==> src/rtl/cpm_pkg.sv <==
package cpm_pkg;
  typedef struct packed {
    logic hit;
    logic miss;
  } cpm_evt_t;
endpackage

==> src/rtl/cpm_event_sort.sv <==
module cpm_event_sort
  import cpm_pkg::*;
(
  input  logic     req_valid_i,
  input  logic     req_cacheable_i,
  input  logic     tag_hit_i,
  input  logic     refill_hit_i,
  output cpm_evt_t evt_o
);
  logic lookup;

  // bypassed traffic never reaches either counter
  assign lookup     = req_valid_i & req_cacheable_i;
  assign evt_o.hit  = lookup & (tag_hit_i | refill_hit_i);
  assign evt_o.miss = lookup & ~tag_hit_i & ~refill_hit_i;
endmodule

==> src/rtl/cpm_sat_counter.sv <==
module cpm_sat_counter #(
  parameter int W = 16
) (
  input  logic         clk_i,
  input  logic         rst_ni,
  input  logic         evt_i,
  input  logic         en_i,
  input  logic         clr_i,
  output logic [W-1:0] cnt_o
);
  localparam logic [W-1:0] CNT_MAX = {W{1'b1}};

  logic [W-1:0] cnt_q;
  logic         at_max;

  assign at_max = (cnt_q == CNT_MAX);
  assign cnt_o  = cnt_q;

  always_ff @(posedge clk_i or negedge rst_ni) begin
    if (!rst_ni)                      cnt_q <= '0;
    else if (clr_i)                   cnt_q <= '0;
    else if (en_i && evt_i && !at_max) cnt_q <= cnt_q + W'(1);
  end

  a_r8_clear_zero: assert property (@(posedge clk_i) disable iff (!rst_ni)
    clr_i |=> (cnt_o == '0));
  a_r6_no_wrap: assert property (@(posedge clk_i) disable iff (!rst_ni)
    (cnt_o == CNT_MAX && !clr_i) |=> (cnt_o == CNT_MAX));
  a_r7_hold_when_off: assert property (@(posedge clk_i) disable iff (!rst_ni)
    (!en_i && !clr_i) |=> $stable(cnt_o));
  a_r2_single_step: assert property (@(posedge clk_i) disable iff (!rst_ni)
    (!clr_i && $past(!clr_i)) |-> (cnt_o == $past(cnt_o) || cnt_o == $past(cnt_o) + W'(1)));
endmodule

==> src/rtl/cache_perf_monitor.sv <==
module cache_perf_monitor
  import cpm_pkg::*;
#(
  parameter int HIT_W  = 32,
  parameter int MISS_W = 16
) (
  input  logic              clk_i,
  input  logic              rst_ni,
  input  logic              req_valid_i,
  input  logic              req_cacheable_i,
  input  logic              tag_hit_i,
  input  logic              refill_hit_i,
  input  logic              hit_en_i,
  input  logic              hit_clr_i,
  input  logic              miss_en_i,
  input  logic              miss_clr_i,
  output logic [HIT_W-1:0]  hit_count_o,
  output logic [MISS_W-1:0] miss_count_o
);
  cpm_evt_t evt;

  cpm_event_sort u_sort (
    .req_valid_i     (req_valid_i),
    .req_cacheable_i (req_cacheable_i),
    .tag_hit_i       (tag_hit_i),
    .refill_hit_i    (refill_hit_i),
    .evt_o           (evt)
  );

  cpm_sat_counter #(.W(HIT_W)) u_hit_cnt (
    .clk_i  (clk_i),
    .rst_ni (rst_ni),
    .evt_i  (evt.hit),
    .en_i   (hit_en_i),
    .clr_i  (hit_clr_i),
    .cnt_o  (hit_count_o)
  );

  cpm_sat_counter #(.W(MISS_W)) u_miss_cnt (
    .clk_i  (clk_i),
    .rst_ni (rst_ni),
    .evt_i  (evt.miss),
    .en_i   (miss_en_i),
    .clr_i  (miss_clr_i),
    .cnt_o  (miss_count_o)
  );

  a_r3_hit_miss_exclusive: assert property (@(posedge clk_i) disable iff (!rst_ni)
    !(evt.hit && evt.miss));
  a_r5_bypass_no_count: assert property (@(posedge clk_i) disable iff (!rst_ni)
    (!(req_valid_i && req_cacheable_i) && !hit_clr_i && !miss_clr_i)
      |=> ($stable(hit_count_o) && $stable(miss_count_o)));
  a_r11_miss_idle_on_hit: assert property (@(posedge clk_i) disable iff (!rst_ni)
    (req_valid_i && req_cacheable_i && tag_hit_i && !miss_clr_i) |=> $stable(miss_count_o));
endmodule

==> config.mk <==
export PLATFORM = sky130hd
export DESIGN_NAME = cache_perf_monitor
export DESIGN_NICKNAME = d
export VERILOG_FILES = /design/src/rtl/cpm_pkg.sv /design/src/rtl/cpm_event_sort.sv /design/src/rtl/cpm_sat_counter.sv /design/src/rtl/cache_perf_monitor.sv
export SDC_FILE = /design/constraint.sdc
export NUM_CORES = 1
export LEC_CHECK = 0
export ABC_AREA = 1
export CORE_AREA = 5 5 87 98
export CTS_BUF_LIST = sky130_fd_sc_hd__clkbuf_2 sky130_fd_sc_hd__clkbuf_4 sky130_fd_sc_hd__clkbuf_8
export DETAILED_ROUTE_END_ITERATION = 7
export DIE_AREA = 0 0 92 103
export PLACE_DENSITY = 0.66
export SLEW_MARGIN = 5
export SYNTH_ARGS = -nofsm -noshare
export SYNTH_HDL_FRONTEND = slang
export SYNTH_SLANG_ARGS = --single-unit
==> constraint.sdc <==
create_clock -name clk_i -period 1.7 [get_ports clk_i]
set_clock_uncertainty 0.2 [all_clocks]
set_input_delay 0.425 -clock clk_i [delete_from_list [all_inputs] [get_ports clk_i]]
set_output_delay 0.425 -clock clk_i [all_outputs]
set_load 0.02 [all_outputs]
# Word-level counts from Yosys, hierarchy flattened
# Cells that the tools add are included.
[op_classes]
mul = 0
reduce_logical = 8
shift = 0
n_div = 0
n_mux = 4
n_eq_ne = 2
bitwise = 7
add_sub_neg = 2
magnitude_cmp = 0
[ops]
columns = ["cell", "count"]
rows = [
  ["$mux 32", 2],
  ["$add 32x1->32 const B", 1],
  ["$eq 32x32->1 const B", 1],
  ["$mux 16", 2],
  ["$add 16x1->16 const B", 1],
  ["$eq 16x16->1 const B", 1],
  ["$and 1x1->1", 4],
  ["$logic_and 1x1->1", 4],
  ["$reduce_bool 2->1", 2],
  ["$logic_not 1->1", 2],
  ["$not 1->1", 2],
  ["$or 1x1->1", 1],
]
[totals]
in_bits = 10
rom_bits = 0
ram_bits = 0
n_memories = 0
elab_cells = 25
ff_bits = 48
latchBits = 0

# Logic depth before layout (Yosys ltp)
[depth]
word_depth = 7
ltp_mapped = 12

# By module
# A second synthesis with hierarchy kept.
[unflattened]
cells_unflattened = 495
hier_area_um2 = 3255.6
[modules_own_cells]
columns = ["mod", "area_per_inst_um2", "n_inst", "cells_per_inst", "seq_area_each_um2"]
rows = [
  ["cpm_sat_counter at u_hit_cnt", 2184.6, 1, 343, 800.8],
  ["cpm_sat_counter at u_miss_cnt", 1044.8, 1, 145, 400.4],
  ["cpm_event_sort", 26.3, 1, 7, 0.0],
]

# Worst setup path after synthesis
# No wires, ideal clock.
[synth_timing]
kind = "reg2reg"
startpoint = "register u_hit_cnt.cnt_q[1], in the netlist u_hit_cnt.cnt_o[1]"
endpoint = "register u_hit_cnt.cnt_q[22], in the netlist u_hit_cnt.cnt_o[22]"
t_arrival_ps = 1676
period_less_slack_ps = 1993
setup_slack_ps = -293
stages_incl_launch_ff = 12
n_path_buf = 1
required_time_ps = 1382
cell_sequence = "dfrtp_1 -> ha_1 -> nand2_1 -> nor2_4 -> nand2_4 -> nor2_4 -> nand2_1 -> nand2_2 -> nand2_4 -> buf_2 -> nand3_1 -> nand2_1"
[synth_between]
elab_chain_len = 4
elab_cells_between_ends = 7
classes_between = "1 x add/sub; 1 x eq/ne; 2 x mux; 3 x reduce/logical"
[synth_lines]
columns = ["element", "line", "source"]
rows = [
  ["start: declaration", "cpm_sat_counter.sv:13", "logic [W-1:0] cnt_q;"],
  ["start signal: assignment", "cpm_sat_counter.sv:22", "else if (en_i && evt_i && !at_max) cnt_q <= cnt_q + W'(1);"],
  ["parallel branches: the longest is 4 deep, another holds $add 32x1->32", "--", ""],
]
# Parallel ways; which one is timed is not known. The select of a mux whose other input is x is not followed.
# A chain may end at the register's enable or synchronous reset.

# Worst setup path in the final report
[layout_timing]
startpoint = "register u_hit_cnt.cnt_q[1], in the netlist u_hit_cnt.cnt_o[1]"
endpoint = "register u_hit_cnt.cnt_q[15], in the netlist u_hit_cnt.cnt_o[15]"
# Same word-level chain as after synthesis.

==> results.md <==
- Status: complete, but fails checks
- Failing checks: negative setup slack
- Worst Setup Path Type: reg -> reg
- Routed met3 length: 454 um
- Dpl cells: 717
- DRT antenna net count: 0
- Total routed wirelength: 11100 um
- Initial antenna violation count: 0
- Layout cell share with drive strength beyond 1: 39.5%
- Min-delay worst type: reg -> reg
- Synth Area in Adders: 0.789%
- Non-filler cells, final: 751
- First-pass GRT wire length: 17300 um
- Die ar.: 9480 um^2
- DP Worst Slack: -0.452 ns
- Routed length per placed instance: 14.8 um
- Max-cap violations: 0
- Hold Fails Final Rpt: 0
- Most numerous cell in the Yosys netlist: nand2_1
- Die X: 92 um
- Mux cell area share after synthesis: 0%
- Multi-input logic area: 2140 um^2
- Initial core utilization: 41.9%
- Fmax: 542 MHz
- DRT met1 WL: 4500 um
- Crit Path Max Fanout: 7
- CP Data Required Time: 1.70 ns
- Final setup violation count: 39
- Core area: 7570 um^2
- Pleak: 2.59 nW
- Post-synth top flop: dfrtp_1
- IO Pins: 58
- Pwr/cell area: 421 nW/um^2
- RSZ-0062 raised after global routing: true
- Antenna diodes: 0
- Post-layout minimum cycle time: 1.85 ns
- Avg Inst Size Synth: 6.54 um^2
- Top post-synthesis cells by area: dfrtp_1 38%, nand2_1 22%, nor2_1 8.2%
- Post-synthesis sequential area ratio: 37.9%
- Largest net degree at the start of global routing: 49
- Crit end category: flop
- Routed vias/inst: 5.16
- Xor/xnor share of the synthesized area: 3.87%
- Vias: 3878
- Vias in the first global route: 3812
- Num CTS Buffers: 5
- Largest family of logic cells by synthesized area: simple AND/OR/NAND/NOR gates
- Clock Path Buffers: 2
- # DRC: 0
- Met2 wire length: 5840 um
- Gr usage total: 22.7%
- Count of input and output buffers: 57
- Yosys cell types: 27
- Worst-Margin Slew: 0.276 ns
- Max-slew violation count: 0
- Synth-to-Final Area Change: 65.9%
- Post-synth top area share: 37.9%
- Cells after Synth: 485
- Yosys reg bits: 48
- Post-Synth Simple-Gate Area: 45.5%
- Post-DP HPWL: 7490 um
- Cell area after synthesis: 3170 um^2
- Compound-Gate Fraction of Synth Area: 4.74%
- Crit path DAT: 1.85 ns
- Slack of the critical path: -0.145 ns
- Post-synthesis async set-or-reset flop share: 100%
- CP Launch Type: flop
- # H-tree levels: 2
- Nets@finish: 672
- CTS tree: yes
- Rel. slew slack: 81.6%
- Clk sinks: 48
- Die Span Y: 103 um
- Number of DRC markers in iteration 0: 220
- Post-synth top area cell: dfrtp_1
- GPL Wtd Cong: 0.939
- Fin crit share: 109%
- Layout filler cell count: 619
- Commonest cells in the netlist: 184 x nand2_1, 69 x nor2_1, 48 x dfrtp_1
- Peak supply drop: 0.309 mV
- Clock root cell: clkbuf_8
- Num rows: 34
- Syn nets: 497
- Area taken by flip-flops and latches: 1210 um^2
- Post-synth EDFFs: 0
- Setup TNS: -2.96 ns
- Reg clk slew, reported paths: 0.09 ns
- Top layer in use: met4
- Worst-Skew Late Latency: 0.31 ns
- Total grt overflow: 0
- Final core utilization: 69.4%
- Yosys synthesis warning count: 0
- DRT Pass-1 Iters: 6
[placed cells by master (no fill, tap or decap), drive strengths merged, types with 2 or more instances in the layout]
cell type / synthesis / layout
nand3: 43 / 43
nand4: 23 / 23
xnor2: 3 / 3
clkbuf: 2 / 25
inv: 42 / 43
dlymetal6s2s: 0 / 3
dfrtp: 48 / 48
clkinv: 2 / 4
nor2: 75 / 75
nor3: 7 / 7
clkdlybuf4s15: 0 / 19
o21ai: 16 / 16
xor2: 11 / 11
nand2: 188 / 188
clkdlybuf4s50: 0 / 5
ha: 2 / 2
buf: 8 / 127
a21oi: 11 / 11
[flip-flops by register name, indices dropped and copies added (netlist names)]
signal / cells
u_hit_cnt.cnt_o: 32
u_miss_cnt.cnt_o: 16
[worst paths after layout]
| kind | start | depth (start not counted) | endpoint | slack (ns) |
|---|---|---|---|---|
| max | u_hit_cnt.cnt_o[1] | 11 | u_hit_cnt.cnt_o[15] | -0.15 |
| min | u_hit_cnt.cnt_o[8] | 2 | u_hit_cnt.cnt_o[8] | 0.34 |
| max reg2reg | u_hit_cnt.cnt_o[1] | 11 | u_hit_cnt.cnt_o[15] | -0.15 |
| min reg2reg | u_hit_cnt.cnt_o[8] | 2 | u_hit_cnt.cnt_o[8] | 0.34 |
| max in group asynchronous | rst_ni | 3 | u_hit_cnt.cnt_o[14] | 0.62 |
| min in group asynchronous | rst_ni | 3 | u_miss_cnt.cnt_o[2] | 0.43 |
[critical path, stage by stage (launching register included)]
cell and delay (ns):
dfrtp_2 0.41, ha_4 0.15, nand2_4 0.05, nor2_4 0.14, nand2_4 0.08, nor2_4 0.13, nand2_2 0.08, nand2_4 0.10
nand2_8 0.10, buf_12 0.17, nand2_1 0.08, o21ai_2 0.05
[cell type report]
| type | count | share of cell area [%] |
|---|---|---|
| multi-input combinational | 383 | 40.8 |
| timing repair buffer | 176 | 27.8 |
| clock inverter | 3 | 0.809 |
| tap | 90 | 2.14 |
| sequential | 48 | 23.1 |
| inverter | 44 | 3.66 |
| timing repair inverter | 2 | 0.381 |
| clock buffer | 5 | 1.31 |
[cells by family after synthesis]
| kind of cell | count (synthesis) |
|---|---|
| adder cells (fa/ha/maj) | 2 |
| XOR/XNOR | 14 |
| flip-flops | 48 |
| buffers and inverters | 54 |
| AND/OR/NAND/NOR | 338 |
| AO/OA/AOI/OAI | 29 |
[per-layer routing]
metal | up-vias | GRT usage, %
met5 | - | 0
met4 | 0 | 8.80
met3 | 34 | 3.43
met2 | 138 | 42.8
met1 | 1798 | 26.1
li1 | 1908 | -
[where the power goes]
part           internal, mW  switching, mW
Clock                 0.436          0.412
Sequential             1.14        0.00265
Combinational        0.0871          0.136
[repair_timing]
action / 4_1_cts / 5_1_grt
pin swaps: 9 / 40
setup endpoints to repair: 94 / 90
gates cloned: 2 / 3
gates resized for setup: 139 / 140
endpoints found under the hold margin: 48 / 0
hold buffers: 1 / 0
setup buffers: 12 / 10
[per-stage QoR]
step                      hold WS (ns)  total power, mW  cell area [um^2]
after floorplan                -0.0706             1.24              3270
after global placement           0.237             1.33              4600
after detailed placement         0.239             1.34              4600
after CTS                        0.357             2.21              4900
after global routing             0.367             2.33              5260
final                            0.340             2.22              5260
Note: power is estimated with default switching activity, not from simulation.
